[config.mk]
export PLATFORM = sky130hd
export DESIGN_NAME = pci_inxlat
export DESIGN_NICKNAME = d
export VERILOG_FILES = /design/src/rtl/inxlat_pkg.sv /design/src/rtl/inxlat_regs.sv /design/src/rtl/inxlat_match.sv /design/src/rtl/inxlat_prio.sv /design/src/rtl/pci_inxlat.sv
export SDC_FILE = /design/constraint.sdc
export NUM_CORES = 2
export LEC_CHECK = 0
export ABC_AREA = 1
export BUFFER_PORTS_ARGS = -buffer_cell sky130_fd_sc_hd__buf_2
export CORE_ASPECT_RATIO = 0.75
export CORE_MARGIN = 2
export CORE_UTILIZATION = 55
export CTS_CLUSTER_DIAMETER = 30
export DETAILED_ROUTE_END_ITERATION = 6
export PLACE_DENSITY = 0.72
export SLEW_MARGIN = 20
export SYNTH_ARGS = -nofsm -noshare
export SYNTH_HDL_FRONTEND = slang
export SYNTH_SLANG_ARGS = --single-unit
[constraint.sdc]
create_clock -name clk -period 3.3 [get_ports clk]
set_input_delay 0.825 -clock clk [delete_from_list [all_inputs] [get_ports clk]]
set_output_delay 0.825 -clock clk [all_outputs]
set_load 0.02 [all_outputs]
[src/rtl/inxlat_pkg.sv]
package inxlat_pkg;
  typedef enum logic [1:0] {
    FLD_PCI_BASE = 2'd0,
    FLD_MASK     = 2'd1,
    FLD_XBASE    = 2'd2,
    FLD_ENABLE   = 2'd3
  } win_field_e;
endpackage

[src/rtl/inxlat_regs.sv]
module inxlat_regs #(
  parameter int AW     = 32,
  parameter int NWIN   = 6,
  parameter int WIDX_W = 3
) (
  input  logic                     clk,
  input  logic                     rst,
  input  logic                     cfg_we,
  input  logic [WIDX_W-1:0]        cfg_win,
  input  logic [1:0]               cfg_field,
  input  logic [AW-1:0]            cfg_wdata,
  output logic [NWIN-1:0][AW-1:0]  base_q,
  output logic [NWIN-1:0][AW-1:0]  mask_q,
  output logic [NWIN-1:0][AW-1:0]  xbase_q,
  output logic [NWIN-1:0]          en_q
);
  import inxlat_pkg::*;

  win_field_e fld;
  assign fld = win_field_e'(cfg_field);

  for (genvar i = 0; i < NWIN; i++) begin : g_win
    logic sel;
    assign sel = cfg_we && (cfg_win == WIDX_W'(i));
    always_ff @(posedge clk) begin
      if (rst) begin
        base_q[i]  <= '0;
        mask_q[i]  <= '0;
        xbase_q[i] <= '0;
        en_q[i]    <= 1'b0;
      end else if (sel) begin
        case (fld)
          FLD_PCI_BASE: base_q[i]  <= cfg_wdata;
          FLD_MASK:     mask_q[i]  <= cfg_wdata;
          FLD_XBASE:    xbase_q[i] <= cfg_wdata;
          FLD_ENABLE:   en_q[i]    <= cfg_wdata[0];
          default:      ;
        endcase
      end
    end
  end

  // enables come out of reset cleared
  a_r1_en_reset: assert property (@(posedge clk) disable iff (rst)
    $past(rst) |-> (en_q == '0));

  // an out-of-range index leaves every window untouched
  a_r9_bad_index_ignored: assert property (@(posedge clk) disable iff (rst)
    (cfg_we && (32'(cfg_win) >= NWIN)) |=> ($stable(en_q) && $stable(base_q)
                                           && $stable(mask_q) && $stable(xbase_q)));
endmodule

[src/rtl/inxlat_match.sv]
module inxlat_match #(
  parameter int AW   = 32,
  parameter int NWIN = 6
) (
  input  logic [AW-1:0]            addr,
  input  logic [NWIN-1:0][AW-1:0]  base_q,
  input  logic [NWIN-1:0][AW-1:0]  mask_q,
  output logic [NWIN-1:0]          hit_vec
);
  for (genvar i = 0; i < NWIN; i++) begin : g_cmp
    assign hit_vec[i] = ((addr ^ base_q[i]) & mask_q[i]) == '0;
  end
endmodule

[src/rtl/inxlat_prio.sv]
module inxlat_prio #(
  parameter int NWIN   = 6,
  parameter int WIDX_W = 3
) (
  input  logic [NWIN-1:0]    hit_vec,
  output logic               any_hit,
  output logic [WIDX_W-1:0]  sel_idx
);
  always_comb begin
    any_hit = 1'b0;
    sel_idx = '0;
    for (int i = 0; i < NWIN; i++) begin
      if (hit_vec[i]) begin
        any_hit = 1'b1;
        sel_idx = WIDX_W'(i);
      end
    end
  end
endmodule

[src/rtl/pci_inxlat.sv]
module pci_inxlat #(
  parameter int              AW       = 32,
  parameter int              NWIN     = 6,
  parameter logic [AW-1:0]   INI_BASE = 32'hC000_0000,
  parameter logic [AW-1:0]   INI_MASK = 32'hC000_0000,
  localparam int             WIDX_W   = $clog2(NWIN)
) (
  input  logic              clk,
  input  logic              rst,
  input  logic              cfg_we,
  input  logic [WIDX_W-1:0] cfg_win,
  input  logic [1:0]        cfg_field,
  input  logic [AW-1:0]     cfg_wdata,
  input  logic              in_valid,
  input  logic [AW-1:0]     in_addr,
  output logic              out_valid,
  output logic              out_hit,
  output logic              out_abort,
  output logic              out_nohit,
  output logic [WIDX_W-1:0] out_win,
  output logic [AW-1:0]     out_xaddr,
  output logic              out_ini_err
);
  logic [NWIN-1:0][AW-1:0] base_q, mask_q, xbase_q;
  logic [NWIN-1:0]         en_q;
  logic [NWIN-1:0]         hit_vec;
  logic                    any_hit;
  logic [WIDX_W-1:0]       sel_idx;

  inxlat_regs #(.AW(AW), .NWIN(NWIN), .WIDX_W(WIDX_W)) u_regs (
    .clk(clk), .rst(rst), .cfg_we(cfg_we), .cfg_win(cfg_win),
    .cfg_field(cfg_field), .cfg_wdata(cfg_wdata),
    .base_q(base_q), .mask_q(mask_q), .xbase_q(xbase_q), .en_q(en_q)
  );

  inxlat_match #(.AW(AW), .NWIN(NWIN)) u_match (
    .addr(in_addr), .base_q(base_q), .mask_q(mask_q), .hit_vec(hit_vec)
  );

  inxlat_prio #(.NWIN(NWIN), .WIDX_W(WIDX_W)) u_prio (
    .hit_vec(hit_vec), .any_hit(any_hit), .sel_idx(sel_idx)
  );

  logic [AW-1:0] sel_mask, sel_xbase, xaddr_d;
  logic          sel_en, good_d, ini_d;

  always_comb begin
    sel_mask  = mask_q[sel_idx];
    sel_xbase = xbase_q[sel_idx];
    sel_en    = en_q[sel_idx];
    xaddr_d   = (sel_xbase & sel_mask) | (in_addr & ~sel_mask);
    good_d    = any_hit && sel_en;
    ini_d     = ((xaddr_d ^ INI_BASE) & INI_MASK) == '0;
  end

  always_ff @(posedge clk) begin
    if (rst) begin
      out_valid   <= 1'b0;
      out_hit     <= 1'b0;
      out_abort   <= 1'b0;
      out_nohit   <= 1'b0;
      out_win     <= '0;
      out_xaddr   <= '0;
      out_ini_err <= 1'b0;
    end else begin
      out_valid   <= in_valid;
      out_hit     <= in_valid && good_d;
      out_abort   <= in_valid && any_hit && !sel_en;
      out_nohit   <= in_valid && !any_hit;
      out_win     <= (in_valid && any_hit) ? sel_idx : '0;
      out_xaddr   <= (in_valid && good_d) ? xaddr_d : '0;
      out_ini_err <= in_valid && good_d && ini_d;
    end
  end

  // one-cycle latency
  a_r8_latency: assert property (@(posedge clk) disable iff (rst)
    !$past(rst) |-> (out_valid == $past(in_valid)));

  // quiet outputs when no result
  a_r8_idle_quiet: assert property (@(posedge clk) disable iff (rst)
    !out_valid |-> (!out_hit && !out_abort && !out_nohit && !out_ini_err
                    && out_xaddr == '0 && out_win == '0));

  // exactly one outcome
  a_r10_one_outcome: assert property (@(posedge clk) disable iff (rst)
    out_valid |-> ($countones({out_hit, out_abort, out_nohit}) == 1));

  // error only accompanies a hit
  a_r7_err_needs_hit: assert property (@(posedge clk) disable iff (rst)
    out_ini_err |-> out_hit);

  // no address on miss or abort
  a_r5_miss_no_addr: assert property (@(posedge clk) disable iff (rst)
    (out_nohit || out_abort) |-> (out_xaddr == '0));
endmodule

[After elaboration in Yosys (flattened, before gate mapping)]
Cells that the tools add are included.
Operators by class
  mux-type cells: 17
  reductions and logical operators: 49
  bitwise logic cells: 19
  equal/unequal tests: 8
  $lt $le $gt $ge: 1
Operator list (number)
  bitwise AND 32 bit: 8
  logical NOT 32 bit: 7
  binary-select mux 32 bit (select 3 bit): 2
  XOR 32 bit: 6
  two-way mux 32 bit: 2
  AND reduction 2 bit: 24
  inverter 32 bit: 1
  bitwise OR 32 bit: 1
  logical AND 1 bit: 12
  two-way mux 1 bit: 8
  equality test 3 x 2 -> 1 bit, second input constant: 2
  equality test 3 bit, second input constant: 2
  two-way mux 3 bit: 2
  equality test 2 bit, second input constant: 2
  less-than comparator 3 x 4 -> 1 bit, second input constant: 1
  two-way mux 2 bit: 2
  OR reduction 2 bit: 2
  binary-select mux 1 bit (select 3 bit): 1
  equality test 3 x 1 -> 1 bit, second input constant: 1
  logical NOT 3 bit: 1
  equality test 2 x 1 -> 1 bit, second input constant: 1
  logical NOT 1 bit: 2
  logical NOT 2 bit: 1
  inverter 1 bit: 2
  inverter 2 bit: 1
Word-level totals
  flip-flop bits (word level): 622
  input port bits: 73
  word-level logic and storage cells: 125
  output and inout bits: 40

[Logic depth before layout (Yosys ltp)]
  depth after elaboration: 16
  mapped depth: 23
  mapped depth without buffers: 21

[Modules after synthesis]
From an unflattened synthesis, not the netlist that was laid out.
Unflattened totals
  cells, all modules: 6082
  area total of the unflattened synthesis: 34515.6 µm²
By module, submodules not included
  inxlat_regs: instances 1, seq. area each 11651.2 µm², area each 25458.2 µm², cells an instance 4039
  pci_inxlat: instances 1, seq. area each 800.8 µm², area each 5016.1 µm², cells an instance 1020
  inxlat_match: instances 1, seq. area each 0.0 µm², area each 3987.6 µm², cells an instance 1010
  inxlat_prio: instances 1, seq. area each 0.0 µm², area each 53.8 µm², cells an instance 13

[Worst setup path before layout]
OpenSTA, ideal clock, no wires.
  kind: input to register
  from: input in_addr[21]
  to: register out_xaddr[1]
  slack: 0.650 ns
  library setup time: 0.120 ns
  buffers on the path: 3
  cell stages on the path: 15
  data arrival time: 2.530 ns
  required time: 3.180 ns
  path through: buf_2 -> inv_2 -> nand2_1 -> nand3_1 -> nand4_1 -> nor3_2 -> nand2_4 -> nand2_8 -> nand2_8 -> buf_8 -> buf_4 -> o21ai_0 -> nor2_1 -> a31oi_1 -> a21oi_2
Between the ends
  word-level cells in the longest chain between the ends: 14
RTL lines
  from (decl): line pci_inxlat.sv:15  | input logic [AW-1:0] in_addr,
  XOR 32 bit: line inxlat_match.sv:11  | assign hit_vec[i] = ((addr ^ base_q[i]) & mask_q[i]) == '0;
  bitwise AND 32 bit: line inxlat_match.sv:11
  logical NOT 32 bit: line inxlat_match.sv:11
  two-way mux 1 bit: line inxlat_prio.sv:13  | if (hit_vec[i]) begin
  two-way mux 2 bit (2 in series): line inxlat_prio.sv:13
  two-way mux 3 bit (2 in series): line inxlat_prio.sv:13
  binary-select mux 1 bit (select 3 bit): line pci_inxlat.sv:50  | sel_en = en_q[sel_idx];
  two-way mux 1 bit (implied by the code): line pci_inxlat.sv:50
  logical AND 1 bit: line pci_inxlat.sv:52  | good_d = any_hit && sel_en;
  logical AND 1 bit: line pci_inxlat.sv:71  | out_xaddr <= (in_valid && good_d) ? xaddr_d : '0;
  inverter 1 bit (no line)
  OR reduction 2 bit (no line)
  to (signal assigned): line pci_inxlat.sv:71
  to (decl): line pci_inxlat.sv:21  | output logic [AW-1:0] out_xaddr,
Several ways; a longest one is shown, not always the timed one. The select of a mux whose other input is x is not followed.
A chain may end at the register's enable or synchronous reset.

[Worst setup path in the final report]
  from: input in_addr[31]
  to: register out_xaddr[0]
Same word-level chain as after synthesis.

==> impl_metrics.tcl <==
set metrics [dict create \
    detail_route.vias_per_cell 5.82 \
    syn-num-nets 4397 \
    drv_slew 0 \
    synth-edff-count 0 \
    num_antenna_cells 0 \
    routed_wl_mm 107 \
    tritoncts "built" \
    maximum_number_of_pins_on_one_net_before_global_route_repair 128 \
    critPathArrivalTime_ps 3560 \
    first_global_vias 27200 \
    max_freq_ghz 0.339 \
    min-delay-path-class "in2reg" \
    yosys_register_bits 622 \
    drt_iter0_markers 4145 \
    global_route_wire_length_before_repair_mm 162 \
    reg2reg_to "out_xaddr[0]" \
    finalWorstPathRequiredPeriod_ps 2950 \
    fp.dieW_um 270 \
    min_to "out_nohit" \
    drt.antenna.violating_nets 0 \
    numCtsBuffers 110 \
    synth_top_area_cell "sky130_fd_sc_hd__dfxtp_1" \
    floorplan.initialDensity_pct 56.1 \
    place.gp.congestion 0.970 \
    clk_path_buf_depth 3 \
    synthDistinctLibCells 40 \
    fp-row-count 72 \
    fill_cells 4469 \
    postSynth.asyncResetShare_pct 0 \
    min_from "in_valid" \
    p_leak_nw 13.6 \
    r2r_cells 14 \
    drc 1 \
    ctsHtreeMaxLevel 3 \
    floorplan.die.height_um 203 \
    postCtsResizedCells 0 \
    area.growth.synth_to_final_pct 19.2 \
    setup-violations-final 0 \
    violations_in_the_final_reports "DRC" \
    finalInstanceArea_um2 34700 \
    netlist_instances 4324 \
    timing.setup.tns_ps 0 \
    maximum_fanout_count_along_the_critical_path 33 \
    timing.slew.headroom_pct 49.2 \
    grt_overflow_total 0 \
    criticalPathCategory "in2reg" \
    synthTopCellsByCount "875 x sky130_fd_sc_hd__nand2_1, 622 x sky130_fd_sc_hd__dfxtp_1, 519 x sky130_fd_sc_hd__a21oi_1" \
    seq_area_frac_synth_pct 42.8 \
    path_clk_slew_ps 60 \
    cts-hold-fix-buffers 0 \
    clock-root-buffer "sky130_fd_sc_hd__clkbuf_16" \
    drtPass1Iterations 7 \
    max-vdd-ir-drop_mv 0.454 \
    postSynthAreaPerCell_um2 6.73 \
    yosysTopAreaCellShare_pct 42.8 \
    status "complete, but fails checks" \
    vias_after_detailed_routing 30200 \
    clk-insertion-delay-late_ps 680 \
    groute.usage.overall_pct 38.1 \
    worstHoldPathCells 3 \
    grt_setup_unrepaired "false" \
    worst_setup_path_end_kind "flop" \
    total_power_mw 21.3 \
    cap_viol_max_count 0 \
    finalClockSkew_ps 35.9 \
    core_region_area_um2 51900 \
    clock_sink_count 622 \
    die-area_um2 54800 \
    placedInstanceArea_um2 30900 \
    buffer_ports.inserted 112 \
    critical_path.startpoint "in_addr[31]" \
    layout-drive-gt1-share_pct 13.0 \
    synth-warning-count 0 \
    critical_path.reg2reg.startpoint "u_regs.base_q[134]" \
    setup.worst_path.start_class "primary input" \
    synth_most_common_cell "sky130_fd_sc_hd__nand2_1" \
    wire_per_inst_um 20.6 \
    yosys-top-cells-area "sky130_fd_sc_hd__dfxtp_1 43%, sky130_fd_sc_hd__nand2_1 11%, sky130_fd_sc_hd__a21oi_1 8.9%, sky130_fd_sc_hd__o21ai_0 8.5%, sky130_fd_sc_hd__nand3_1 7.1%" \
    max_slew.worst_pin.slew_ps 754 \
    synthesis.area_um2 29100 \
    synthFlopType "sky130_fd_sc_hd__dfxtp_1" \
    regToRegSetupSlack_ps 420 \
    nNetsFinal 4470 \
    required_ps 3910 \
    post_cts.repair.setup_buffers 0 \
    detailed_place_hpwl_mm 67.6 \
    fin_util_pct 66.9 \
    power_density_nw_per_um2 612 \
    grt_antenna_before_repair 8 \
    finalHoldViolCount 0 \
    post-route-period-util_pct 89.4 \
    boundaryPins 113 \
]
==> worst max path at each step <==
stage | end | slack (ps)
after detailed placement | out_xaddr[1] | -140
after floorplan | out_xaddr[1] | 650
after CTS | out_xaddr[0] | 480
final | out_xaddr[0] | 350
after global placement | out_xaddr[15] | -120
after global routing | out_xaddr[12] | 230
==> layout make-up <==
| cell class | instances | area, um2 | share of cell area [%] |
|---|---|---|---|
| multi-input cells | 2907 | 13400 | 38.6 |
| flip-flops and latches | 622 | 12500 | 35.9 |
| clock buffers | 135 | 3000 | 8.64 |
| repair buffers | 309 | 2500 | 7.22 |
| inverters | 447 | 1700 | 4.89 |
| well taps | 703 | 880 | 2.53 |
| clock inverters | 71 | 771 | 2.22 |
==> per-layer routing <==
metal / global-route usage, % / share of wire (%) / vias to the layer above
met5: 0 / 0.021 / -
met4: 16.1 / 4.1 / 4
met3: 9.73 / 14 / 301
met2: 53.3 / 40 / 1966
met1: 55.2 / 42 / 13700
li1: - / - / 14200
==> registers in the layout, summed over array words and instances, names as in the netlist <==
| name | cells |
|---|---|
| u_regs.base_q | 192 |
| u_regs.mask_q | 192 |
| u_regs.xbase_q | 192 |
| out_xaddr | 32 |
| u_regs.en_q | 6 |
| out_win | 3 |
| out_abort | 1 |
| out_hit | 1 |
| out_ini_err | 1 |
| out_nohit | 1 |
| out_valid | 1 |
==> power breakdown <==
group | leakage, nW | internal (mW) | switching, mW | total [mW]
sequential | 5.02 | 7.62 | 0.0475 | 7.66
combinational | 6.84 | 0.699 | 1.49 | 2.19
clock | 1.78 | 7.28 | 4.12 | 11.4
==> cells in the final DEF, fill, tap and decap left out, drive strengths merged <==
master,n
o22ai,2
nand3b,1
nand3,415
dfxtp,622
clkbuf,135
o31ai,29
clkinvlp,23
nor2,437
nor4,1
and2,1
o32ai,1
nand4,18
clkinv,35
o211ai,60
buf,309
o21ai,529
a31oi,1
bufinv,10
a21oi,521
nand2,885
or2,1
nor3,5
inv,450
==> metrics by stage <==
step / std cells / worst slack, ps / hold WS, ps
after floorplan: 4324 / 650 / 420
after global placement: 4988 / -120 / 430
after detailed placement: 4988 / -138 / 435
after CTS: 5194 / 478 / 418
after global routing: 5194 / 226 / 442
final: 5194 / 351 / 436
==> kinds of logic after synthesis <==
group,synth area share [%]
compound gates,20.6
buf+inv,11.5
simple gates,25.2
flops,42.8
==> worst max-delay path: stages <==
cell and delay, ps:
sky130_fd_sc_hd__buf_2 200, sky130_fd_sc_hd__buf_4 160, sky130_fd_sc_hd__nand2_1 50, sky130_fd_sc_hd__nand2_1 50
sky130_fd_sc_hd__nor2_1 40, sky130_fd_sc_hd__nor2_1 180, sky130_fd_sc_hd__nand2_1 170, sky130_fd_sc_hd__nor2_1 210
sky130_fd_sc_hd__nand2_1 90, sky130_fd_sc_hd__nor2_2 140, sky130_fd_sc_hd__nand2_1 100, sky130_fd_sc_hd__nand2_4 120
sky130_fd_sc_hd__nand2_8 70, sky130_fd_sc_hd__nand2_8 180, sky130_fd_sc_hd__buf_12 250, sky130_fd_sc_hd__buf_4 160
sky130_fd_sc_hd__o211ai_1 100, sky130_fd_sc_hd__nand3_1 110, sky130_fd_sc_hd__nand2_1 90, sky130_fd_sc_hd__nand2_1 70
sky130_fd_sc_hd__nand2_1 50, sky130_fd_sc_hd__nor2_1 120
(Power assumes the default switching activity.)
